### src/rtl/spi_irq_pkg.sv
`timescale 1ns/1ps
package spi_irq_pkg;
  localparam int unsigned IRQ_BITS = 7;

  localparam int unsigned BIT_MODE_FAULT = 1;
  localparam int unsigned BIT_TX_LOW     = 2;
  localparam int unsigned BIT_TX_FULL    = 3;
  localparam int unsigned BIT_RX_AVAIL   = 4;

  localparam logic [7:0] OFF_STATUS  = 8'h04;
  localparam logic [7:0] OFF_ENABLE  = 8'h08;
  localparam logic [7:0] OFF_DISABLE = 8'h0C;
  localparam logic [7:0] OFF_MASK    = 8'h10;
  localparam logic [7:0] OFF_WMARK   = 8'h28;

  typedef enum logic [1:0] {RD_NONE, RD_STATUS, RD_MASK, RD_WMARK} rdSel_e;

  typedef struct packed {
    logic   clrStatus;
    logic   setMask;
    logic   clrMask;
    logic   wrWmark;
    rdSel_e rdSel;
  } regStrobes_t;
endpackage

### src/rtl/spi_irq_ctrl.sv
`timescale 1ns/1ps
module spi_irq_ctrl
  import spi_irq_pkg::*;
#(
  parameter int ADDR_W = 6
) (
  input  logic [ADDR_W-1:0] regAddr,
  input  logic              regWrEn,
  output regStrobes_t       strobes
);
  always_comb begin
    strobes       = '0;
    strobes.rdSel = RD_NONE;
    if (regAddr == ADDR_W'(OFF_STATUS)) begin
      strobes.rdSel     = RD_STATUS;
      strobes.clrStatus = regWrEn;
    end else if (regAddr == ADDR_W'(OFF_ENABLE)) begin
      strobes.setMask = regWrEn;
    end else if (regAddr == ADDR_W'(OFF_DISABLE)) begin
      strobes.clrMask = regWrEn;
    end else if (regAddr == ADDR_W'(OFF_MASK)) begin
      strobes.rdSel = RD_MASK;
    end else if (regAddr == ADDR_W'(OFF_WMARK)) begin
      strobes.rdSel   = RD_WMARK;
      strobes.wrWmark = regWrEn;
    end
  end
endmodule

### src/rtl/spi_irq_dp.sv
`timescale 1ns/1ps
module spi_irq_dp
  import spi_irq_pkg::*;
#(
  parameter int DATA_W     = 32,
  parameter int FIFO_DEPTH = 8,
  parameter int LVL_W      = $clog2(FIFO_DEPTH + 1)
) (
  input  logic                clk,
  input  logic                rstN,
  input  regStrobes_t         strobes,
  input  logic [DATA_W-1:0]   regWrData,
  input  logic [LVL_W-1:0]    txLevel,
  input  logic [LVL_W-1:0]    rxLevel,
  input  logic                modeFault,
  output logic [IRQ_BITS-1:0] statusQ,
  output logic [IRQ_BITS-1:0] maskQ,
  output logic [DATA_W-1:0]   regRdData
);
  localparam logic [LVL_W-1:0] FULL_LVL  = LVL_W'(FIFO_DEPTH);
  localparam logic [LVL_W-1:0] WM_RESET  = LVL_W'(1);

  logic [LVL_W-1:0]    wmarkQ;
  logic                belowQ;
  logic                belowNow;
  logic [IRQ_BITS-1:0] eventVec;
  logic [IRQ_BITS-1:0] clrVec;
  logic [IRQ_BITS-1:0] wrBits;
  logic                unusedWrHigh;

  assign wrBits       = regWrData[IRQ_BITS-1:0];
  assign unusedWrHigh = ^regWrData[DATA_W-1:IRQ_BITS];
  assign belowNow     = txLevel < wmarkQ;
  assign clrVec       = strobes.clrStatus ? wrBits : '0;

  always_comb begin
    eventVec                 = '0;
    eventVec[BIT_MODE_FAULT] = modeFault;
    eventVec[BIT_TX_LOW]     = belowNow && !belowQ;
    eventVec[BIT_TX_FULL]    = txLevel == FULL_LVL;
    eventVec[BIT_RX_AVAIL]   = rxLevel != '0;
  end

  // Sticky status: a source active on the same edge outranks a clear.
  for (genvar b = 0; b < IRQ_BITS; b++) begin : gStatus
    always_ff @(posedge clk or negedge rstN) begin
      if (!rstN) statusQ[b] <= 1'b0;
      else       statusQ[b] <= eventVec[b] | (statusQ[b] & ~clrVec[b]);
    end
  end

  always_ff @(posedge clk or negedge rstN) begin
    if (!rstN) begin
      maskQ  <= '0;
      wmarkQ <= WM_RESET;
      belowQ <= 1'b1;
    end else begin
      if (strobes.setMask)      maskQ <= maskQ | wrBits;
      else if (strobes.clrMask) maskQ <= maskQ & ~wrBits;
      if (strobes.wrWmark)      wmarkQ <= regWrData[LVL_W-1:0];
      belowQ <= belowNow;
    end
  end

  always_comb begin
    case (strobes.rdSel)
      RD_STATUS: regRdData = DATA_W'(statusQ);
      RD_MASK:   regRdData = DATA_W'(maskQ);
      RD_WMARK:  regRdData = DATA_W'(wmarkQ);
      default:   regRdData = '0;
    endcase
  end
endmodule

### src/rtl/spi_irq_regbank.sv
`timescale 1ns/1ps
module spi_irq_regbank
  import spi_irq_pkg::*;
#(
  parameter int ADDR_W     = 6,
  parameter int DATA_W     = 32,
  parameter int FIFO_DEPTH = 8,
  parameter int LVL_W      = $clog2(FIFO_DEPTH + 1)
) (
  input  logic              clk,
  input  logic              rstN,
  input  logic [ADDR_W-1:0] regAddr,
  input  logic              regWrEn,
  input  logic [DATA_W-1:0] regWrData,
  output logic [DATA_W-1:0] regRdData,
  input  logic [LVL_W-1:0]  txLevel,
  input  logic [LVL_W-1:0]  rxLevel,
  input  logic              modeFault,
  output logic              irqOut
);
  regStrobes_t         strobes;
  logic [IRQ_BITS-1:0] statusQ;
  logic [IRQ_BITS-1:0] maskQ;

  spi_irq_ctrl #(.ADDR_W(ADDR_W)) ctrl_i (
    .regAddr (regAddr),
    .regWrEn (regWrEn),
    .strobes (strobes)
  );

  spi_irq_dp #(.DATA_W(DATA_W), .FIFO_DEPTH(FIFO_DEPTH), .LVL_W(LVL_W)) dp_i (
    .clk       (clk),
    .rstN      (rstN),
    .strobes   (strobes),
    .regWrData (regWrData),
    .txLevel   (txLevel),
    .rxLevel   (rxLevel),
    .modeFault (modeFault),
    .statusQ   (statusQ),
    .maskQ     (maskQ),
    .regRdData (regRdData)
  );

  assign irqOut = |(statusQ & maskQ);
endmodule

### config.mk
export PLATFORM = sky130hd
export DESIGN_NAME = spi_irq_regbank
export DESIGN_NICKNAME = d
export VERILOG_FILES = /design/src/rtl/spi_irq_pkg.sv /design/src/rtl/spi_irq_ctrl.sv /design/src/rtl/spi_irq_dp.sv /design/src/rtl/spi_irq_regbank.sv
export SDC_FILE = /design/constraint.sdc
export NUM_CORES = 1
export LEC_CHECK = 0
export CORE_MARGIN = 2
export CORE_UTILIZATION = 65
export CTS_BUF_LIST = sky130_fd_sc_hd__clkbuf_4
export DETAILED_ROUTE_END_ITERATION = 10
export DONT_BUFFER_PORTS = 1
export GPL_ROUTABILITY_DRIVEN = 0
export GPL_TIMING_DRIVEN = 0
export PLACE_DENSITY = 0.81
export SLEW_MARGIN = 10
export SYNTH_ARGS = -nofsm -noshare
export SYNTH_HDL_FRONTEND = slang
export SYNTH_SLANG_ARGS = --single-unit
### constraint.sdc
create_clock -name clk -period 4.4 [get_ports clk]
set_clock_uncertainty 0.1 [all_clocks]
set_input_delay 0.88 -clock clk [delete_from_list [all_inputs] [get_ports clk]]
set_output_delay 0.88 -clock clk [all_outputs]
set_load 0.02 [all_outputs]
==> results of run 1 <==
==> metal layers <==
layer	vias up	wire length [microns]
met2	54	1180
met4	0	27
li1	416	-
met5	-	0
met1	410	901
met3	4	296
==> cells in the mapped netlist, drive strengths merged, types with 2 or more instances <==
master	count	share of area, %
a21boi	3	1.8
a21o	3	1.8
a222oi	5	4.1
a22o	4	2.9
a22oi	2	1.2
buf	25	15
dfrtp	17	35
dfstp	2	4.3
ha	3	3.1
inv	8	2.5
mux2	11	10
nand2	11	3.4
nand2b	2	1.0
nand3	2	0.82
nor2	2	0.61
nor3	4	4.4
nor4b	2	1.9
or4	2	1.5
==> stage by stage <==
step	total power, mW	cell area (sq um)
after floorplan	0.280	1310
after global placement	0.287	1340
after detailed placement	0.290	1340
after CTS	0.386	1370
after global routing	0.403	1370
final	0.385	1370
==> final timing paths <==
check | slack (ps) | to | cells after the start
worst min-delay path | 160 | dp_i.statusQ[6] | 0
max in group asynchronous | 3870 | dp_i.wmarkQ[0] | 0
worst max register to register | 2790 | dp_i.statusQ[2] | 5
worst min register to register | 450 | dp_i.statusQ[1] | 1
worst max-delay path | 1270 | regRdData[3] | 4
min in group clk | 450 | dp_i.statusQ[1] | 1
==> final cells by class <==
type	count	share of cell area (%)
multi-input combinational	85	44.6
sequential	19	34.8
buffer	25	13.7
inverter	9	2.46
tap	25	2.28
clock buffer	4	2.19
==> cell families after synthesis <==
logic type / share of synthesized area, %
buffers and inverters: 18.1
and+or+nand+nor: 16.7
DFF: 39.1
AOI/OAI and AO/OA: 12.6
muxes: 10.1
adders and majority gates: 3.07
other: 0.307
==> power breakdown <==
part	leakage [nW]	switching [mW]	internal [mW]
logic	0.441	0.0449	0.0374
registers	0.231	0.0127	0.194
clock network	0.0184	0.0550	0.0415
total	0.691	0.113	0.273
==> worst max-delay path, stage by stage <==
cell,delay (ps)
or4_4,580
nor3b_4,350
a222oi_1,160
inv_1,180
==> metrics.txt, run 1 <==
# TYPE chip_impl_metric gauge
chip_impl_info{name="status",value="finished clean"} 1
chip_impl_metric{name="globalRouteMet1Util",unit="%"} 27.2
chip_impl_metric{name="place_hpwl",unit="mm"} 1.91
chip_impl_metric{name="max-vdd-ir-drop",unit="mV"} 0.297
chip_impl_metric{name="seq_area",unit="sq um"} 478
chip_impl_metric{name="dr_total_vias",unit=""} 884
chip_impl_metric{name="timing_hold_violations_final",unit=""} 0
chip_impl_metric{name="final_layout_size_suffix_gt1_share",unit="%"} 34.5
chip_impl_metric{name="die-height",unit="microns"} 47.4
chip_impl_metric{name="final_net_count",unit=""} 196
chip_impl_metric{name="async_reset_ff_share",unit="%"} 100
chip_impl_metric{name="placement.io_buffers",unit=""} 0
chip_impl_metric{name="cts_made_buffers",unit=""} 3
chip_impl_info{name="global_route.peak_usage_layer",value="met2"} 1
chip_impl_metric{name="grt_max_degree",unit=""} 20
chip_impl_metric{name="ant_nets",unit=""} 0
chip_impl_metric{name="worstPathArrival",unit="ps"} 2150
chip_impl_metric{name="yosysWarnings",unit=""} 0
chip_impl_metric{name="first_pass_iters",unit=""} 4
chip_impl_metric{name="fin_crit",unit="ps"} 3130
chip_impl_metric{name="diodes",unit=""} 0
chip_impl_metric{name="drt_iter0_markers",unit=""} 54
chip_impl_info{name="synth_flop_cell",value="dfrtp_1"} 1
chip_impl_metric{name="clock_latency",unit="ps"} 300
chip_impl_info{name="timing.hold.worst.class",value="in -> async"} 1
chip_impl_metric{name="tns_setup",unit="ps"} 0
chip_impl_metric{name="synth_sequential_area_ratio",unit="%"} 39.1
chip_impl_metric{name="initial_antenna_violation_count",unit=""} 0
chip_impl_metric{name="cts_sinks",unit=""} 19
chip_impl_metric{name="finalCritPeriodShare",unit="%"} 71.2
chip_impl_metric{name="synthToLayoutAreaGrowth",unit="%"} 12.4
chip_impl_metric{name="count_of_mapped_cells_out_of_synthesis",unit=""} 114
chip_impl_info{name="rsz_0062_raised_after_global_routing",value="false"} 1
chip_impl_metric{name="route.final.wire_length",unit="mm"} 2.41
chip_impl_metric{name="grt.total_usage",unit="%"} 23.0
chip_impl_metric{name="dpl_worst_slack",unit="ps"} 1270
chip_impl_metric{name="route.detailed.drc",unit=""} 0
chip_impl_metric{name="final-setup-viol-count",unit=""} 0
chip_impl_metric{name="grt_pass1_wl",unit="mm"} 3.44
chip_impl_metric{name="grt_util_met3",unit="%"} 9.62
chip_impl_info{name="end_kind",value="output port"} 1
chip_impl_metric{name="fill_cells",unit=""} 132
chip_impl_metric{name="routed_wire_length_per_instance",unit="microns"} 14.4
chip_impl_metric{name="floorplan.core_area",unit="sq mm"} 0.00175
chip_impl_metric{name="first_global_vias",unit=""} 777
chip_impl_metric{name="final_max_slew_viol_count",unit=""} 0
chip_impl_metric{name="setup_ws",unit="ps"} 1270
chip_impl_metric{name="gr_util_met2",unit="%"} 35.9
chip_impl_info{name="critPathLaunchType",value="input pin"} 1
chip_impl_metric{name="floorplan_die_area",unit="sq mm"} 0.00224
chip_impl_metric{name="initial_core_util",unit="%"} 70.0
chip_impl_metric{name="holdBufCountCts",unit=""} 0
chip_impl_metric{name="placed_cells_incl_taps",unit=""} 163
chip_impl_metric{name="clk_pin_slew_worst_paths",unit="ps"} 110
chip_impl_metric{name="timing.critical_path.fanout_max",unit=""} 7
chip_impl_metric{name="syn_area_per_cell",unit="sq um"} 10.7
chip_impl_metric{name="core.rowCount",unit=""} 15
chip_impl_metric{name="yosys.cell_types.count",unit=""} 27
chip_impl_metric{name="gr-total-overflow",unit=""} 0
chip_impl_metric{name="cts.repair.resized",unit=""} 0
chip_impl_metric{name="post_layout_nonfiller_instances",unit=""} 167
chip_impl_metric{name="ys_seq_elements",unit=""} 19
chip_impl_metric{name="ios",unit=""} 83
chip_impl_info{name="r2r_start",value="dp_i.wmarkQ[1]"} 1
chip_impl_metric{name="power_leakage",unit="nW"} 0.691
chip_impl_info{name="path_class",value="in -> out"} 1
chip_impl_metric{name="fmaxAchievable",unit="MHz"} 319
chip_impl_metric{name="worst_ep_required_time",unit="ps"} 3420
chip_impl_metric{name="postLayoutCoreUtil",unit="%"} 78.7
chip_impl_metric{name="cts_setup_buffers",unit=""} 0
chip_impl_metric{name="power-per-cell-area",unit="mW/mm^2"} 280
chip_impl_info{name="cts_tree",value="done"} 1
chip_impl_metric{name="finalHoldWorstSlack",unit="ps"} 159
chip_impl_metric{name="die_w",unit="microns"} 47.4
chip_impl_metric{name="synth_enable_flop_cells",unit=""} 0
chip_impl_metric{name="max-clock-path-buffers",unit=""} 2
chip_impl_info{name="cts-root-buf",value="clkbuf_4"} 1
chip_impl_metric{name="multiInputGateArea",unit="sq um"} 613
chip_impl_metric{name="synth.cell_area",unit="sq mm"} 0.00122
chip_impl_info{name="critical_path.startpoint",value="regAddr[5]"} 1
chip_impl_metric{name="vias_per_cell",unit=""} 5.29
chip_impl_metric{name="cts_max_level",unit=""} 1
chip_impl_metric{name="maxCapViolations",unit=""} 0
chip_impl_info{name="layout.cells.most_common_list",value="buf_4, conb_1, dfrtp_1"} 1
No activity file was read; power rests on OpenSTA's default activity.
==> inputs of run 2 (changes only) <==
--- a/config.mk
+++ b/config.mk
@@ -6,13 +6,13 @@
 export NUM_CORES = 1
 export LEC_CHECK = 0
 export CORE_MARGIN = 2
-export CORE_UTILIZATION = 65
+export CORE_UTILIZATION = 58
 export CTS_BUF_LIST = sky130_fd_sc_hd__clkbuf_4
 export DETAILED_ROUTE_END_ITERATION = 10
 export DONT_BUFFER_PORTS = 1
 export GPL_ROUTABILITY_DRIVEN = 0
 export GPL_TIMING_DRIVEN = 0
-export PLACE_DENSITY = 0.81
+export PLACE_DENSITY = 0.76
 export SLEW_MARGIN = 10
 export SYNTH_ARGS = -nofsm -noshare
 export SYNTH_HDL_FRONTEND = slang
==> constraint.sdc (replaced) <==
create_clock -name clk -period 2.7 [get_ports clk]
set_clock_uncertainty 0.1 [all_clocks]
set_input_delay 0.54 -clock clk [delete_from_list [all_inputs] [get_ports clk]]
set_output_delay 0.54 -clock clk [all_outputs]
set_load 0.02 [all_outputs]
==> metrics.txt, run 2 (synthesis gave the netlist of run 1 again) <==
# TYPE chip_impl_metric gauge
chip_impl_info{name="status",value="finished clean"} 1
chip_impl_metric{name="die_w",unit="microns"} 49.9
chip_impl_metric{name="p_sw",unit="mW"} 0.189
chip_impl_metric{name="place_hpwl",unit="mm"} 1.85
chip_impl_metric{name="dr_total_vias",unit=""} 888
chip_impl_metric{name="route.final.wire_length",unit="mm"} 2.36
chip_impl_metric{name="worst-slew-pin-transition",unit="ps"} 833
chip_impl_metric{name="placement.io_buffers",unit=""} 0
chip_impl_metric{name="grt_max_degree",unit=""} 20
chip_impl_metric{name="final_layout_size_suffix_gt1_share",unit="%"} 34.3
chip_impl_metric{name="placed_cells_incl_taps",unit=""} 165
chip_impl_metric{name="diodes",unit=""} 0
chip_impl_metric{name="routed_wire_length_per_instance",unit="microns"} 13.9
chip_impl_metric{name="route.detailed.drc",unit=""} 0
chip_impl_info{name="layout.cells.most_common_list",value="buf_4, conb_1, dfrtp_1"} 1
chip_impl_metric{name="cts_max_level",unit=""} 1
chip_impl_metric{name="critical_path_buf_inv_count",unit=""} 1
chip_impl_metric{name="finalCritPeriodShare",unit="%"} 91.5
chip_impl_info{name="timing.critical_path.cells",value="or4_4 -> nor3b_4 -> a222oi_1 -> inv_1"} 1
chip_impl_metric{name="cts_made_buffers",unit=""} 3
chip_impl_metric{name="worstPathArrival",unit="ps"} 1830
chip_impl_metric{name="grt.total_usage",unit="%"} 20.7
chip_impl_info{name="path_class",value="in -> out"} 1
chip_impl_metric{name="max-clock-path-buffers",unit=""} 2
chip_impl_metric{name="drt_iter0_markers",unit=""} 33
chip_impl_info{name="end_kind",value="output port"} 1
chip_impl_metric{name="die-height",unit="microns"} 49.9
chip_impl_metric{name="clk_pin_slew_worst_paths",unit="ps"} 110
chip_impl_info{name="critPathLaunchType",value="input pin"} 1
chip_impl_metric{name="power-per-cell-area",unit="mW/mm^2"} 449
chip_impl_metric{name="finalInstanceArea",unit="sq mm"} 0.00138
chip_impl_metric{name="worst_ep_required_time",unit="ps"} 2060
chip_impl_metric{name="final-setup-viol-count",unit=""} 0
chip_impl_metric{name="timing.critical_path.fanout_max",unit=""} 7
chip_impl_metric{name="first_global_vias",unit=""} 813
chip_impl_metric{name="floorplan_die_area",unit="sq mm"} 0.00249
chip_impl_metric{name="post_layout_nonfiller_instances",unit=""} 170
chip_impl_metric{name="ant_nets",unit=""} 0
chip_impl_metric{name="clock_latency",unit="ps"} 300
chip_impl_info{name="cpMaxStageDelayCell",value="or4_4"} 1
chip_impl_metric{name="timing_hold_violations_final",unit=""} 0
chip_impl_metric{name="synthToLayoutAreaGrowth",unit="%"} 13.2
chip_impl_metric{name="final_net_count",unit=""} 197
chip_impl_metric{name="combPwrFrac",unit="%"} 22.5
chip_impl_metric{name="grt_pass1_wl",unit="mm"} 3.85
chip_impl_metric{name="dpl_worst_slack",unit="ps"} 215
chip_impl_metric{name="core.rowCount",unit=""} 16
chip_impl_metric{name="setup_ws",unit="ps"} 228
chip_impl_metric{name="floorplan.core_area",unit="sq mm"} 0.00198
chip_impl_metric{name="cts_sinks",unit=""} 19
chip_impl_metric{name="initial_antenna_violation_count",unit=""} 0
chip_impl_info{name="cts_tree",value="done"} 1
chip_impl_metric{name="worstSetupPathDepth",unit=""} 4
chip_impl_metric{name="gr-total-overflow",unit=""} 0
chip_impl_metric{name="max_slew_margin",unit="%"} 44.3
chip_impl_metric{name="pnr_total_power",unit="mW"} 0.622
chip_impl_metric{name="maxCapViolations",unit=""} 0
chip_impl_metric{name="initial_core_util",unit="%"} 61.7
chip_impl_metric{name="first_pass_iters",unit=""} 4
chip_impl_metric{name="power_leakage",unit="nW"} 0.695
chip_impl_metric{name="dpl_cell_area",unit="sq mm"} 0.00135
chip_impl_metric{name="fmaxAchievable",unit="MHz"} 405
chip_impl_metric{name="cts.repair.resized",unit=""} 0
chip_impl_metric{name="holdBufCountCts",unit=""} 1
chip_impl_metric{name="fin_crit",unit="ps"} 2470
chip_impl_metric{name="cts_setup_buffers",unit=""} 0
chip_impl_metric{name="swShare",unit="%"} 30.4
chip_impl_metric{name="reg2regPathDepth",unit=""} 5
chip_impl_metric{name="final_max_slew_viol_count",unit=""} 0
chip_impl_metric{name="max-vdd-ir-drop",unit="mV"} 0.384
chip_impl_info{name="cts-root-buf",value="clkbuf_4"} 1
chip_impl_info{name="path_delay_family",value="simple AND/OR/NAND/NOR gates"} 1
chip_impl_info{name="rsz_0062_raised_after_global_routing",value="false"} 1
chip_impl_metric{name="vias_per_cell",unit=""} 5.22
chip_impl_metric{name="tns_setup",unit="ps"} 0
chip_impl_metric{name="ios",unit=""} 83
chip_impl_info{name="timing.hold.worst.class",value="in -> reg"} 1
chip_impl_metric{name="share_clk_of_total_power",unit="%"} 23.5
chip_impl_metric{name="hold-path-cell-count",unit=""} 1
chip_impl_metric{name="intPower",unit="mW"} 0.433
chip_impl_metric{name="seq_power_share",unit="%"} 54.0
chip_impl_metric{name="max_stage_delay",unit="ps"} 580
-- run 2: cell count changes in the layout (fill, tap and decap cells not counted), sizes merged --
cell / previous run / this run
dlygate4sd3: 0 / 1
clkbuf: 4 / 3
clkinv: 1 / 2
-- run 2: final cells by class --
| class | instances | area [sq um] |
|---|---|---|
| Fill cell | 160 | 598 |
| Inverter | 9 | 33.8 |
| Sequential cell | 19 | 478 |
| Buffer | 25 | 188 |
| Clock inverter | 1 | 5.00 |
| Tap cell | 27 | 33.8 |
| Timing Repair Buffer | 1 | 10.0 |
| Multi-Input combinational cell | 85 | 613 |
| Clock buffer | 3 | 22.5 |
-- run 2: metal layers --
metal	wire (microns)	up-vias	track usage, %
li1	-	418	-
met4	27	0	8.80
met2	1120	56	31.8
met5	0	-	0
met3	315	4	7.88
met1	900	410	26.1
-- run 2: final timing paths --
path	start	end	slack, ps
min in group asynchronous	rstN	asynchronous set/reset pin	670
max	regAddr[5]	regRdData[3]	230
min	modeFault	dp_i.statusQ[1]	220
max reg2reg	dp_i.wmarkQ[1]	dp_i.statusQ[2]	1080
min reg2reg	dp_i.statusQ[4]	dp_i.statusQ[4]	430
max in group asynchronous	rstN	asynchronous set/reset pin	1320
-- run 2: metrics by stage --
| step | hold slack (ps) | utilization (%) |
|---|---|---|
| detailed placement | 145 | 67.9 |
| global route | 207 | 69.8 |
| floorplan | 144 | - |
| CTS | 216 | 69.8 |
| finish | 220 | 69.8 |
| global placement | 145 | 67.9 |
-- run 2: power by group through the flow --
| stage | Clock (mW) | Combinational (mW) | Sequential, mW |
|---|---|---|---|
| after CTS | 0.148 | 0.139 | 0.335 |
| after detailed placement | 0 | 0.132 | 0.341 |
| after floorplan | 0 | 0.122 | 0.334 |
| after global routing | 0.166 | 0.156 | 0.339 |
| final | 0.146 | 0.140 | 0.336 |
| after global placement | 0 | 0.130 | 0.339 |
==> inputs of run 3 (changes only) <==
--- a/config.mk
+++ b/config.mk
@@ -5,14 +5,15 @@
 export SDC_FILE = /design/constraint.sdc
 export NUM_CORES = 1
 export LEC_CHECK = 0
+export ABC_AREA = 1
 export CORE_MARGIN = 2
-export CORE_UTILIZATION = 58
+export CORE_UTILIZATION = 59
 export CTS_BUF_LIST = sky130_fd_sc_hd__clkbuf_4
 export DETAILED_ROUTE_END_ITERATION = 10
 export DONT_BUFFER_PORTS = 1
 export GPL_ROUTABILITY_DRIVEN = 0
 export GPL_TIMING_DRIVEN = 0
-export PLACE_DENSITY = 0.76
+export PLACE_DENSITY = 0.78
 export SLEW_MARGIN = 10
 export SYNTH_ARGS = -nofsm -noshare
 export SYNTH_HDL_FRONTEND = slang
==> metrics.txt, run 3 <==
# TYPE chip_impl_metric gauge
chip_impl_metric{name="ios",unit=""} 83
chip_impl_metric{name="yosys.cell_types.count",unit=""} 22
chip_impl_metric{name="final_layout_size_suffix_gt1_share",unit="%"} 19.4
chip_impl_metric{name="tns_setup",unit="ps"} 0
chip_impl_info{name="end_kind",value="output port"} 1
chip_impl_info{name="cts_tree",value="done"} 1
chip_impl_metric{name="cts_max_level",unit=""} 1
chip_impl_metric{name="placed_cells_incl_taps",unit=""} 234
chip_impl_metric{name="dpl_worst_slack",unit="ps"} 465
chip_impl_metric{name="finalCritPeriodShare",unit="%"} 83.3
chip_impl_info{name="path_class",value="in -> out"} 1
chip_impl_metric{name="clk_pin_slew_worst_paths",unit="ps"} 110
chip_impl_metric{name="yosysWarnings",unit=""} 0
chip_impl_metric{name="route.detailed.drc",unit=""} 0
chip_impl_metric{name="post_layout_nonfiller_instances",unit=""} 239
chip_impl_info{name="cpMaxStageDelayCell",value="o21ai_0"} 1
chip_impl_metric{name="worst_ep_required_time",unit="ps"} 2060
chip_impl_info{name="critPathLaunchType",value="input pin"} 1
chip_impl_metric{name="final_max_slew_viol_count",unit=""} 0
chip_impl_metric{name="cts_setup_buffers",unit=""} 0
chip_impl_metric{name="max-clock-path-buffers",unit=""} 2
chip_impl_metric{name="diodes",unit=""} 0
chip_impl_metric{name="maxCapViolations",unit=""} 0
chip_impl_metric{name="gr-total-overflow",unit=""} 0
chip_impl_metric{name="grt_max_degree",unit=""} 20
chip_impl_metric{name="max_stage_delay",unit="ps"} 580
chip_impl_metric{name="grt.total_usage",unit="%"} 22.4
chip_impl_metric{name="die_w",unit="microns"} 51.3
chip_impl_metric{name="fmaxAchievable",unit="MHz"} 445
chip_impl_metric{name="count_of_mapped_cells_out_of_synthesis",unit=""} 182
chip_impl_metric{name="power-per-cell-area",unit="mW/mm^2"} 432
chip_impl_metric{name="worst-slew-pin-transition",unit="ps"} 851
chip_impl_metric{name="drt_iter0_markers",unit=""} 28
chip_impl_metric{name="syn_area_per_cell",unit="sq um"} 7.25
chip_impl_metric{name="timing.critical_path.fanout_max",unit=""} 6
chip_impl_info{name="synth_largest_area_cell",value="dfrtp_1"} 1
chip_impl_metric{name="first_global_vias",unit=""} 1036
chip_impl_metric{name="fin_crit",unit="ps"} 2250
chip_impl_metric{name="routed_wire_length_per_instance",unit="microns"} 11.5
chip_impl_metric{name="synth_sequential_area_ratio",unit="%"} 36.2
chip_impl_metric{name="die-height",unit="microns"} 51.3
chip_impl_info{name="cts-root-buf",value="clkbuf_4"} 1
chip_impl_metric{name="core.rowCount",unit=""} 17
chip_impl_metric{name="timing_hold_violations_final",unit=""} 0
chip_impl_metric{name="vias_per_cell",unit=""} 4.87
chip_impl_metric{name="ant_nets",unit=""} 0
chip_impl_metric{name="dr_total_vias",unit=""} 1163
chip_impl_info{name="timing.hold.worst.class",value="in -> reg"} 1
chip_impl_metric{name="place_hpwl",unit="mm"} 2.25
chip_impl_info{name="most_common_library_cell_in_the_layout_ignoring_fill_and_taps",value="nand2_1"} 1
chip_impl_metric{name="holdBufCountCts",unit=""} 1
chip_impl_info{name="post-synth-top-count-cell",value="nand2_1"} 1
chip_impl_metric{name="pnr_total_power",unit="mW"} 0.641
chip_impl_metric{name="initial_antenna_violation_count",unit=""} 0
chip_impl_metric{name="grt_pass1_wl",unit="mm"} 4.45
chip_impl_metric{name="placement.io_buffers",unit=""} 0
chip_impl_info{name="synth.top_cells.by_area",value="dfrtp_1, nand2_1, buf_4"} 1
chip_impl_metric{name="power_leakage",unit="nW"} 0.809
chip_impl_info{name="status",value="finished clean"} 1
chip_impl_metric{name="cts.repair.resized",unit=""} 0
chip_impl_metric{name="initial_core_util",unit="%"} 60.8
chip_impl_metric{name="synth.cell_area",unit="sq mm"} 0.00132
chip_impl_info{name="synth.top_cells.by_count",value="nand2_1, buf_4, nand3_1, dfrtp_1, inv_1"} 1
chip_impl_metric{name="cts_sinks",unit=""} 19
chip_impl_metric{name="route.final.wire_length",unit="mm"} 2.76
chip_impl_metric{name="final_net_count",unit=""} 265
chip_impl_metric{name="floorplan_die_area",unit="sq mm"} 0.00263
chip_impl_metric{name="floorplan.core_area",unit="sq mm"} 0.00217
chip_impl_info{name="routed.top_layer",value="met4"} 1
chip_impl_info{name="layout.cells.most_common_list",value="nand2_1, buf_4, conb_1"} 1
chip_impl_metric{name="final-setup-viol-count",unit=""} 0
chip_impl_info{name="rsz_0062_raised_after_global_routing",value="false"} 1
chip_impl_metric{name="postLayoutCoreUtil",unit="%"} 68.3
chip_impl_metric{name="max-vdd-ir-drop",unit="mV"} 0.390
chip_impl_metric{name="async_reset_ff_share",unit="%"} 100
chip_impl_metric{name="clock_latency",unit="ps"} 290
chip_impl_metric{name="max_slew_margin",unit="%"} 43.1
chip_impl_metric{name="worstPathArrival",unit="ps"} 1610
chip_impl_info{name="timing.critical_path.cells",value="nor2_1 -> nand3_1 -> o21ai_0"} 1
chip_impl_metric{name="dpl_cell_area",unit="sq mm"} 0.00145
chip_impl_metric{name="synthToLayoutAreaGrowth",unit="%"} 12.3
chip_impl_metric{name="first_pass_iters",unit=""} 4
chip_impl_metric{name="wl_met3",unit="microns"} 241
chip_impl_info{name="synth_flop_cell",value="dfrtp_1"} 1
chip_impl_metric{name="met1_length",unit="mm"} 1.09
chip_impl_metric{name="finalInstanceArea",unit="sq mm"} 0.00148
chip_impl_metric{name="cts_made_buffers",unit=""} 3
chip_impl_metric{name="synth_enable_flop_cells",unit=""} 0
chip_impl_metric{name="ys_seq_elements",unit=""} 19
chip_impl_metric{name="finalHoldWorstSlack",unit="ps"} 223
chip_impl_metric{name="setup_ws",unit="ps"} 452
chip_impl_metric{name="wl_met2",unit="mm"} 1.37
chip_impl_metric{name="netlist.area_leader.share",unit="%"} 32.2
run 3: logic make-up after synthesis:
kind of cell	Yosys count	share of synthesized area (%)
buffers and inverters	43	19.9
other	1	0.284
and+or+nand+nor	105	36.0
adders and majority gates	3	2.84
DFF	19	36.2
AOI/OAI and AO/OA	11	4.74
run 3: final timing paths:
kind,cells after the start,from,slack (ps),endpoint
worst max-delay path,3,regAddr[3],450,regRdData[4]
worst min-delay path,1,regWrData[6],220,dp_i.statusQ[6]
worst max register to register,4,dp_i.wmarkQ[3],1430,dp_i.belowQ
worst min register to register,2,dp_i.wmarkQ[0],390,dp_i.wmarkQ[0]
max in group asynchronous,1,rstN,1280,dp_i.statusQ[3]
min in group asynchronous,1,rstN,690,dp_i.statusQ[0]
run 3: power breakdown:
part,total (mW),internal (mW),switching (mW)
Sequential,0.338,0.318,0.0206
Clock,0.139,0.0549,0.0836
Combinational,0.164,0.0591,0.105
run 3: layout make-up:
class | instances | area (sq um)
fillers | 193 | 687
multi-input cells | 144 | 669
flip-flops and latches | 19 | 478
plain buffers | 26 | 199
inverters | 17 | 63.8
well taps | 28 | 35.0
clock buffers | 3 | 22.5
repair buffers | 1 | 10.0
clock inverters | 1 | 5.00
run 3: worst max-delay path: cells and delay by family:
| family | cells | cell delay (ps) |
|---|---|---|
| AND/OR/NAND/NOR | 2 | 480 |
| AO/OA/AOI/OAI | 1 | 580 |
run 3: metal layers:
metal,vias to the layer above,track usage (%)
met1,509,27.4
met2,64,39.2
met4,0,7.02
met5,-,0
met3,6,4.97
li1,584,-
